$ cat config.mk
export PLATFORM = sky130hd
export DESIGN_NAME = pclk_frac_gen
export DESIGN_NICKNAME = d
export VERILOG_FILES = /design/src/rtl/pclk_pkg.sv /design/src/rtl/pclk_src_sel.sv /design/src/rtl/pclk_frac_step.sv /design/src/rtl/pclk_phase_cmp.sv /design/src/rtl/pclk_frac_gen.sv
export SDC_FILE = /design/constraint.sdc
export NUM_CORES = 1
export LEC_CHECK = 0
export ABC_AREA = 1
export CELL_PAD_IN_SITES_DETAIL_PLACEMENT = 2
export CELL_PAD_IN_SITES_GLOBAL_PLACEMENT = 2
export CORE_MARGIN = 8
export CORE_UTILIZATION = 25
export DETAILED_ROUTE_END_ITERATION = 7
export HOLD_SLACK_MARGIN = 0.02
export PLACE_DENSITY_LB_ADDON = 0.2
export SYNTH_ARGS = -nofsm -noshare
export SYNTH_HDL_FRONTEND = slang
export SYNTH_SLANG_ARGS = --single-unit
$ cat constraint.sdc
create_clock -name clk -period 7.5 [get_ports clk]
set_input_delay 1.5 -clock clk [delete_from_list [all_inputs] [get_ports clk]]
set_output_delay 1.5 -clock clk [all_outputs]
set_load 0.05 [all_outputs]
$ cat src/rtl/pclk_pkg.sv
package pclk_pkg;
    localparam int unsigned PCLK_INT_W  = 8;
    localparam int unsigned PCLK_FRAC_W = 4;
    localparam int unsigned PCLK_POS_W  = 9;

    typedef enum logic {
        SRC_INTERNAL = 1'b0,
        SRC_EXTERNAL = 1'b1
    } pclk_src_e;
endpackage

$ cat src/rtl/pclk_src_sel.sv
module pclk_src_sel
    import pclk_pkg::*;
#(
    parameter int unsigned N_SRC = 2
) (
    input  logic [N_SRC-1:0] src_tick,
    input  pclk_src_e        src_sel,
    output logic             tick
);
    logic [N_SRC-1:0] gated;

    for (genvar g = 0; g < N_SRC; g++) begin : g_gate
        assign gated[g] = src_tick[g] && (int'(src_sel) == g);
    end

    assign tick = |gated;
endmodule

$ cat src/rtl/pclk_frac_step.sv
module pclk_frac_step #(
    parameter int unsigned INT_W  = 8,
    parameter int unsigned FRAC_W = 4
) (
    input  logic [INT_W+FRAC_W-1:0] div_word,
    input  logic [FRAC_W-1:0]       acc_cur,
    output logic [INT_W:0]          len_nxt,
    output logic [FRAC_W-1:0]       acc_nxt
);
    localparam int unsigned DIV_W = INT_W + FRAC_W;

    logic [INT_W-1:0]  int_part;
    logic [FRAC_W:0]   frac_sum;

    always_comb begin
        int_part = div_word[DIV_W-1:FRAC_W];
        if (int_part == '0) begin
            int_part = {{(INT_W-1){1'b0}}, 1'b1};
        end
        frac_sum = {1'b0, acc_cur} + {1'b0, div_word[FRAC_W-1:0]};
        acc_nxt  = frac_sum[FRAC_W-1:0];
        len_nxt  = {1'b0, int_part} + {{INT_W{1'b0}}, frac_sum[FRAC_W]};
    end
endmodule

$ cat src/rtl/pclk_phase_cmp.sv
module pclk_phase_cmp #(
    parameter int unsigned IDX_W = 8,
    parameter int unsigned POS_W = 9
) (
    input  logic [IDX_W-1:0] tick_idx,
    input  logic [POS_W-1:0] rise_at,
    input  logic [POS_W-1:0] fall_at,
    output logic             level
);
    localparam int unsigned HS_W = (IDX_W + 1 > POS_W) ? IDX_W + 1 : POS_W;

    logic [HS_W-1:0] half_pos;
    logic [HS_W-1:0] rise_x;
    logic [HS_W-1:0] fall_x;

    always_comb begin
        half_pos = HS_W'({tick_idx, 1'b0});
        rise_x   = HS_W'(rise_at);
        fall_x   = HS_W'(fall_at);
        level    = (half_pos >= rise_x) && (half_pos < fall_x);
    end
endmodule

$ cat src/rtl/pclk_frac_gen.sv
module pclk_frac_gen
    import pclk_pkg::*;
#(
    parameter int unsigned INT_W  = PCLK_INT_W,
    parameter int unsigned FRAC_W = PCLK_FRAC_W,
    parameter int unsigned POS_W  = PCLK_POS_W
) (
    input  logic                    clk,
    input  logic                    rst_n,
    input  logic                    int_tick,
    input  logic                    ext_tick,
    input  logic                    src_ext_sel,
    input  logic                    clk_invert,
    input  logic [INT_W+FRAC_W-1:0] div_word,
    input  logic [POS_W-1:0]        rise_pos,
    input  logic [POS_W-1:0]        fall_pos,
    output logic                    pix_stb,
    output logic                    pix_clk
);
    localparam int unsigned LEN_W = INT_W + 1;
    localparam int unsigned CNT_W = INT_W;

    typedef struct packed {
        logic [CNT_W-1:0]  cnt;
        logic [LEN_W-1:0]  len;
        logic [FRAC_W-1:0] acc;
        logic [POS_W-1:0]  rise;
        logic [POS_W-1:0]  fall;
        logic              lvl;
        logic              stb;
    } gen_state_t;

    gen_state_t st_d, st_q;

    logic              tick;
    logic              wrap;
    logic [LEN_W-1:0]  len_new;
    logic [FRAC_W-1:0] acc_new;
    logic [CNT_W-1:0]  idx_next;
    logic [POS_W-1:0]  rise_use;
    logic [POS_W-1:0]  fall_use;
    logic              lvl_new;

    pclk_src_sel #(.N_SRC(2)) i_src (
        .src_tick ({ext_tick, int_tick}),
        .src_sel  (pclk_src_e'(src_ext_sel)),
        .tick     (tick)
    );

    pclk_frac_step #(.INT_W(INT_W), .FRAC_W(FRAC_W)) i_step (
        .div_word (div_word),
        .acc_cur  (st_q.acc),
        .len_nxt  (len_new),
        .acc_nxt  (acc_new)
    );

    pclk_phase_cmp #(.IDX_W(CNT_W), .POS_W(POS_W)) i_cmp (
        .tick_idx (idx_next),
        .rise_at  (rise_use),
        .fall_at  (fall_use),
        .level    (lvl_new)
    );

    always_comb begin
        wrap     = ({1'b0, st_q.cnt} == (st_q.len - LEN_W'(1)));
        idx_next = wrap ? '0 : st_q.cnt + CNT_W'(1);
        rise_use = wrap ? rise_pos : st_q.rise;
        fall_use = wrap ? fall_pos : st_q.fall;
    end

    always_comb begin
        st_d     = st_q;
        st_d.stb = 1'b0;
        if (tick) begin
            st_d.cnt = idx_next;
            st_d.lvl = lvl_new;
            st_d.stb = wrap;
            if (wrap) begin
                st_d.len  = len_new;
                st_d.acc  = acc_new;
                st_d.rise = rise_pos;
                st_d.fall = fall_pos;
            end
        end
    end

    always_ff @(posedge clk or negedge rst_n) begin
        if (!rst_n) begin
            st_q.cnt  <= '0;
            st_q.len  <= LEN_W'(1);
            st_q.acc  <= '0;
            st_q.rise <= '0;
            st_q.fall <= POS_W'(1);
            st_q.lvl  <= 1'b0;
            st_q.stb  <= 1'b0;
        end else begin
            st_q <= st_d;
        end
    end

    assign pix_stb = st_q.stb;
    assign pix_clk = st_q.lvl ^ clk_invert;

    a_r5_stb_on_wrap: assert property (@(posedge clk) disable iff (!rst_n)
        (tick && wrap) |=> pix_stb);

    a_r10_idle_holds: assert property (@(posedge clk) disable iff (!rst_n)
        !tick |=> (!pix_stb && $stable(st_q.lvl) && $stable(st_q.cnt)));

    a_r8_shadow_held: assert property (@(posedge clk) disable iff (!rst_n)
        !(tick && wrap) |=> ($stable(st_q.rise) && $stable(st_q.fall) && $stable(st_q.len)));

    a_r3_idx_in_period: assert property (@(posedge clk) disable iff (!rst_n)
        ({1'b0, st_q.cnt} < st_q.len));

    a_r4_len_nonzero: assert property (@(posedge clk) disable iff (!rst_n)
        (st_q.len != '0));
endmodule

# Word-level counts from Yosys, hierarchy flattened
# Cells that the tools add are included.
op_classes:
  addsub: 4
  n_lt_le_gt_ge: 2
  eq_ne: 1
  mux: 5
  bitwise: 2
  reduce_logical: 6
op_table:
  columns: ["operator", "n"]
  rows:
  - ["9-bit 2-to-1 mux", 2]
  - ["8-bit 2-to-1 mux", 2]
  - ["8-bit by 1-bit adder with 9-bit output", 1]
  - ["8-bit by 9-bit == test with 1-bit output", 1]
  - ["9-bit >= comparator", 1]
  - ["9-bit less-than comparator", 1]
  - ["9-bit by 1-bit subtractor with 9-bit output, second input constant", 1]
  - ["8-bit by 1-bit adder with 8-bit output, second input constant", 1]
  - ["8-bit logical NOT", 1]
  - ["4-bit by 4-bit adder with 5-bit output", 1]
  - ["1-bit logical AND", 3]
  - ["2-bit AND reduction", 1]
  - ["2-bit OR reduction", 1]
  - ["1-bit 2-to-1 mux", 1]
  - ["1-bit inverter", 1]
  - ["1-bit bitwise XOR", 1]
word_totals:
  regBits: 41
  in_bits: 36
  out_inout_bits: 2
  word_cells: 27

# Longest topological paths before layout
# Gate-level depths: netlist of run 1.
depth:
  depth_word: 5
  ltp_mapped: 24
  depth_no_buf: 23

# Modules after synthesis
# Synthesis of run 1 repeated with hierarchy kept, for this count alone.
hier_totals:
  cells_unflattened: 504
  area_unflattened_um2: 3239.4
by_module_without_submodules:
  columns: ["mod", "instances", "cells_each", "area_per_inst_um2", "seq_area_each_um2"]
  rows:
  - ["pclk_frac_gen", 1, 366, 2434.8, 1028.5]
  - ["pclk_phase_cmp", 1, 79, 469.2, 0.0]
  - ["pclk_frac_step", 1, 55, 320.3, 0.0]
  - ["pclk_src_sel", 1, 4, 15.0, 0.0]

# Worst setup path before layout of run 1
# Ideal clock, no wire load.
synth_timing:
  path_type: "input port to output port"
  from: "input port clk_invert"
  to: "output port pix_clk"
  arrival_time_ns: 2.257
  t_required_ns: 6.000
  path_slack_ns: 3.743
  path_stages: 1
  n_path_buf: 0
  path_cell_list: "xor2_1"
synth_between:
  elab_chain_len: 1
synth_rtl:
  columns: ["item", "line", "source"]
  rows:
  - ["start: declaration", "pclk_frac_gen.sv:13", "input logic clk_invert,"]
  - ["1-bit bitwise XOR", "pclk_frac_gen.sv:102", "assign pix_clk = st_q.lvl ^ clk_invert;"]
  - ["end: declaration", "pclk_frac_gen.sv:18", "output logic pix_clk"]
# No other way between the ends.

# Final worst setup path of run 1
# Same ends and word-level chain as after synthesis.

==> flow_summary.yaml, run 1 <==
power:
  leakage_nw: 1.70
  power_mw: 1.03
  peakVddDrop_mv: 0.101
  power_density_nw_per_um2: 288
synthesis:
  ys_warn_count: 0
  ys_seq_area_share_pct: 34.8
  synth-xor-area-share_pct: 3.85
  synthesis.area_sq_um: 2960
  synth_top_family_by_area: "simple AND/OR/NAND/NOR gates"
  syn-num-nets: 451
  synth_ff_type: "dfrtp_1"
  ys_types: 36
  ys_ff_latch: 41
  synth-edff-count: 0
  syn_inst: 390
  avgSynthCellArea_sq_um: 7.59
  synth_compound_area_share_pct: 14.6
  async_flop_share_pct: 100
  synthAdderAreaFrac_pct: 10.8
  synthSimpleGateAreaFrac_pct: 26.8
  synthMuxAreaShare_pct: 0
floorplan:
  rows: 39
  fp.dieW_um: 125
  core-area_sq_um: 11500
  start_util_pct: 25.8
  dieHeight_um: 125
  num_io_pins: 38
  dieArea_sq_um: 15600
route:
  drt-wirelength-per-cell_um: 15.0
  vias_per_cell: 4.61
  met1_length_um: 3950
  routed_wl_um: 8510
  routed.top_layer: "met4"
  met2WireLength_um: 4200
  drc_errors: 0
  ant_nets: 0
  drtIter0Drc: 58
  firstDrtPassIters: 4
  routed-wl-met3_um: 200
  via_count: 2615
place:
  dp.final_hpwl_um: 6610
  dp_cells: 559
  place_congestion: 0.720
  io_buffers: 37
  postPlaceCellArea_sq_um: 3420
  dp_slack_ns: 3.07
critical_path:
  max_stage_delay_ns: 0.82
  path_cells: "clkdlybuf4s50_1, xor2_1, clkdlybuf4s50_1"
  arrival_ns: 2.93
  crit_family: "buffers and inverters"
  path_common_cell: "clkdlybuf4s50_1"
  crit_slowest_cell: "clkdlybuf4s50_1"
  cp_max_fo: 1
  crit_path_end_kind: "primary output"
  worstPathRequired_ns: 6.00
  path_buf_inv: 2
  crit_type: "input pin to primary output"
  critPathLaunchType: "input pin"
grt:
  grt_pass1_wl_um: 14600
  grt_start_max_net_pins: 43
  grt_pass1_vias: 2964
  gr-usage-all-layers_pct: 11.4
  grt_antenna_before_repair: 0
  grt.overflow.total: 0
cells_and_area:
  instances_no_fill: 567
  post-route-util_pct: 31.0
  layout_commonest_cell: "nand2_1"
  drive_gt1_share_pct: 10.1
  layout_common_cells: "nand2_1 (120), inv_1 (48), dfrtp_1 (39)"
  final_area_sq_um: 3560
  finalNetCount: 484
  syn2layout_area_growth_pct: 20.3
  antenna_cells: 0
clocking:
  cts_tree: "built"
  holdBufCountCts: 0
  cts_resized: 0
  cts_made_buffers: 5
  cts_sinks: 41
  htreeDepth: 2
  post-cts-setup-buffers: 0
  cts_root_buffer: "clkbuf_16"
  clk_pin_slew_worst_paths_ns: 0.06
  clk_path_buf_depth: 2
  clk_latency_ns: 0.29
timing:
  rsz0062_at_grt: "no"
  min_period_ns: 4.43
  setup_viol: 0
  fin_crit_sh_pct: 59.0
  clock_skew_ns: 0.00518
  fin_ws_ns: 3.07
  tns_ns: 0
  fin_hold_ws_ns: 0.479
  tightestPinTransition_ns: 1.02
  drv_slew: 0
  hold_viol_final: 0
  max_freq_mhz: 226
  max_slew_margin_pct: 32.1
outcome:
  outcome: "finished clean"
hold_path:
  hold_class: "flop to flop"
run:
  max-cap-violations: 0
==> registers in the layout (all words and copies together) (netlist names) <==
name / count
pix_stb: 1
st_q: 40
==> metal layers <==
metal	track usage [%]	up-vias
met4	4.46	0
met3	2.09	8
met2	19.7	25
met1	13.7	1264
met5	0	-
li1	-	1318
==> path summary, 6_finish.rpt <==
kind / slack (ns) / endpoint / from / depth (start not counted)
worst min register to register: 0.48 / st_q[11]$_DFFE_PN0P_ / st_q[11]$_DFFE_PN0P_ / 2
max in group asynchronous: 5.48 / st_q[5]$_DFFE_PN0P_ / rst_n / 1
worst min-delay path: 0.48 / st_q[11]$_DFFE_PN0P_ / st_q[11]$_DFFE_PN0P_ / 2
worst max register to register: 3.56 / st_q[1]$_DFFE_PN0P_ / st_q[24]$_DFFE_PN1P_ / 22
worst max-delay path: 3.07 / pix_clk / clk_invert / 3
min in group asynchronous: 1.39 / pix_stb$_DFF_PN0_ / rst_n / 1
==> worst register-to-register path, stage by stage, from the launching register on <==
cell and delay, ns:
dfstp_2 0.53, inv_1 0.11, ha_1 0.30, inv_1 0.10, nand2_1 0.06, nand3_1 0.09
nand2_1 0.05, nor2_1 0.18, nand3_2 0.12, nor2_4 0.15, nand2_4 0.11, inv_2 0.46
o21ai_0 0.32, ha_1 0.36, nand2_1 0.06, inv_1 0.06, nand3_1 0.07, a31oi_1 0.13
nor3_1 0.16, a21boi_0 0.22, nand2_1 0.08, nand2_1 0.07, nand2_1 0.05
==> where the power goes <==
part | internal [mW] | switching, mW
Sequential | 0.290 | 0.0549
Clock | 0.122 | 0.0912
Combinational | 0.188 | 0.280
==> final cells by class <==
class	count	area, sq um
clock buffer	6	129
multi-input combinational	288	1660
tap	143	179
timing repair buffer	37	365
inverter	50	188
clock inverter	2	10.0
fill	1341	7910
sequential	41	1030
==> synthesized netlist by cell type, types with 3 or more instances <==
library cell	count	area (sq um)
buf_2	3	15.0
ha_1	24	300
inv_1	48	180
a21oi_1	9	45.0
nor2_4	5	56.3
nand3_1	22	110
o21ai_0	30	150
nor2_1	17	63.8
o21ai_2	19	166
nor3_1	6	30.0
xor2_1	11	96.3
nand2_1	120	450
o21ai_1	5	25.0
dfrtp_1	39	976
buf_6	4	45.0
==> cell families after synthesis <==
logic type / count (synthesis)
compound gates: 69
simple gates: 181
fa+ha+maj: 25
xor+xnor: 13
flops: 41
buf+inv: 61
Power figures use the tool's default switching activity.
==> run 2: changes to the inputs <==
==> constraint.sdc (replaced) <==
create_clock -name clk -period 3.8 [get_ports clk]
set_input_delay 0.76 -clock clk [delete_from_list [all_inputs] [get_ports clk]]
set_output_delay 0.76 -clock clk [all_outputs]
set_load 0.05 [all_outputs]
==> run 2 against run 1 <==
Net effect:
- clock skew increased by 0.0060 ns
- clock power increased by 140%
- final cell count increased by 1.4%
- flip-flop and latch count unchanged
- largest power group unchanged
==> flow_summary.yaml, run 2 (synthesis results as in run 1) <==
clocking:
  holdBufCountCts: 0
  htreeDepth: 2
  clk_pin_slew_worst_paths_ns: 0.07
  cts_sinks: 41
  cts_tree: "built"
  cts_made_buffers: 5
  clk_latency_ns: 0.29
  clk_path_buf_depth: 2
  cts_root_buffer: "clkbuf_16"
timing:
  min_period_ns: 3.50
  hold_viol_final: 0
  fin_crit_sh_pct: 92.2
  max_freq_mhz: 285
  setup_viol: 0
  fin_hold_ws_ns: 0.479
  tightestPinTransition_ns: 1.02
  drv_slew: 0
  max_slew_margin_pct: 31.9
  clock_skew_ns: 0.0112
cells_and_area:
  fillCellCount: 1351
  finalNetCount: 492
  syn2layout_area_growth_pct: 24.6
  final_area_sq_um: 3690
  drive_gt1_share_pct: 13.0
  largest_reg_flops: 40
  regMostFlops: "st_q"
  layout_common_cells: "nand2_1 (120), inv_1 (47), dfrtp_1 (39)"
  antenna_cells: 0
  layout_commonest_cell: "nand2_1"
power:
  switching_power_uw: 885
  p_clk_share_pct: 23.8
  leakage_nw: 1.75
  p_sw_share_pct: 40.4
  power_density_nw_per_um2: 594
  power_mw: 2.19
  internal_power_mw: 1.30
  peakVddDrop_mv: 0.237
  seq_power_share_pct: 31.3
  combPwrFrac_pct: 44.9
grt:
  grt_pass1_vias: 3064
  grt.overflow.total: 0
  gr-usage-all-layers_pct: 11.8
  grt_pass1_wl_um: 15300
  grt_antenna_before_repair: 0
  grt_start_max_net_pins: 42
floorplan:
  dieArea_sq_um: 15600
  start_util_pct: 25.8
  num_io_pins: 38
  dieHeight_um: 125
  core-area_sq_um: 11500
  fp.dieW_um: 125
  rows: 39
route:
  ant_nets: 0
  drt-wirelength-per-cell_um: 15.5
  firstDrtPassIters: 4
  vias_per_cell: 4.65
  via_count: 2676
  drc_errors: 0
  routed_wl_um: 8900
  drtIter0Drc: 44
outcome:
  outcome: "finished clean"
place:
  postPlaceCellArea_sq_um: 3460
  place_congestion: 0.732
  io_buffers: 37
  dp.final_hpwl_um: 7030
critical_path:
  crit_path_end_kind: "flop"
  critPathLaunchType: "flop"
  crit_type: "flop to flop"
  arrival_ns: 3.69
  cp_max_fo: 17
  worstPathRequired_ns: 3.98
hold_path:
  hold_class: "flop to flop"
run:
  max-cap-violations: 0
==> run 2: area by class of cell <==
class | instances | area (sq um) | area share [%]
multi-input cells | 288 | 1680 | 45.5
flip-flops and latches | 41 | 1030 | 27.9
repair buffers | 45 | 425 | 11.5
inverters | 50 | 199 | 5.40
well taps | 143 | 179 | 4.85
clock buffers | 6 | 139 | 3.77
clock inverters | 2 | 37.5 | 1.02
==> run 2: timing repair <==
action | 4_1_cts | 5_1_grt
pin swaps | 0 | 4
setup endpoints to repair | 1 | 1
setup buffers | 0 | 3
resized for setup | 1 | 8
gates cloned | 0 | 0
==> run 2: power by group through the flow <==
stage               Combinational [mW]  Clock (mW)  Sequential, mW
floorplan                        0.683           0           0.657
global placement                 0.906           0           0.688
detailed placement               0.960           0           0.692
CTS                              0.968       0.538           0.685
global route                      1.14       0.551           0.707
finish                           0.984       0.521           0.685
==> run 2: metal layers <==
| metal | GRT usage (%) | routed length (um) | vias to the layer above |
|---|---|---|---|
| met5 | 0 | 0 | - |
| met4 | 3.19 | 106 | 0 |
| met3 | 1.79 | 152 | 6 |
| met2 | 21.2 | 4560 | 23 |
| met1 | 14.3 | 4080 | 1317 |
| li1 | - | - | 1330 |
==> run 2: final timing paths <==
check / start / to / slack, ns / depth (start not counted)
setup / recovery: st_q[24]$_DFFE_PN1P_ / st_q[1]$_DFFE_PN0P_ / 0.30 / 24
hold / removal: st_q[18]$_DFFE_PN0P_ / st_q[18]$_DFFE_PN0P_ / 0.48 / 2
setup reg to reg: st_q[24]$_DFFE_PN1P_ / st_q[1]$_DFFE_PN0P_ / 0.30 / 24
hold reg to reg: st_q[18]$_DFFE_PN0P_ / st_q[18]$_DFFE_PN0P_ / 0.48 / 2
max in group asynchronous: rst_n / st_q[36]$_DFFE_PN0P_ / 2.52 / 1
min in group asynchronous: rst_n / pix_stb$_DFF_PN0_ / 0.65 / 1
==> run 2: metrics by stage <==
stage | setup WS [ns] | std cells | setup TNS (ns) | util (%)
4_1_cts | 0.0651 | 572 | 0 | 31.7
6_report | 0.295 | 575 | 0 | 32.2
2_1_floorplan | 0.853 | 390 | 0 | -
3_5_place_dp | -0.0108 | 564 | -0.0108 | 30.2
3_3_place_gp | 0.175 | 564 | 0 | 30.2
5_1_grt | -0.0211 | 575 | -0.0211 | 32.2
==> run 2: worst max-delay path: stages, from the launching register on <==
cell and delay (ns):
dfstp_2 0.55, clkinvlp_4 0.12, ha_4 0.20, inv_1 0.07, nand2_1 0.06, nand3_1 0.08
nand2_1 0.07, nor2_2 0.16, nand3_2 0.11, nor2_4 0.16, nand2_4 0.12, inv_8 0.12
buf_4 0.17, nand2_1 0.06, o21ai_0 0.12, ha_1 0.30, nand2_1 0.08, inv_1 0.07
nand3_1 0.09, a31oi_1 0.13, nor3_1 0.21, a21boi_2 0.18, nand2_1 0.06, nand2_1 0.06
nand2_1 0.05
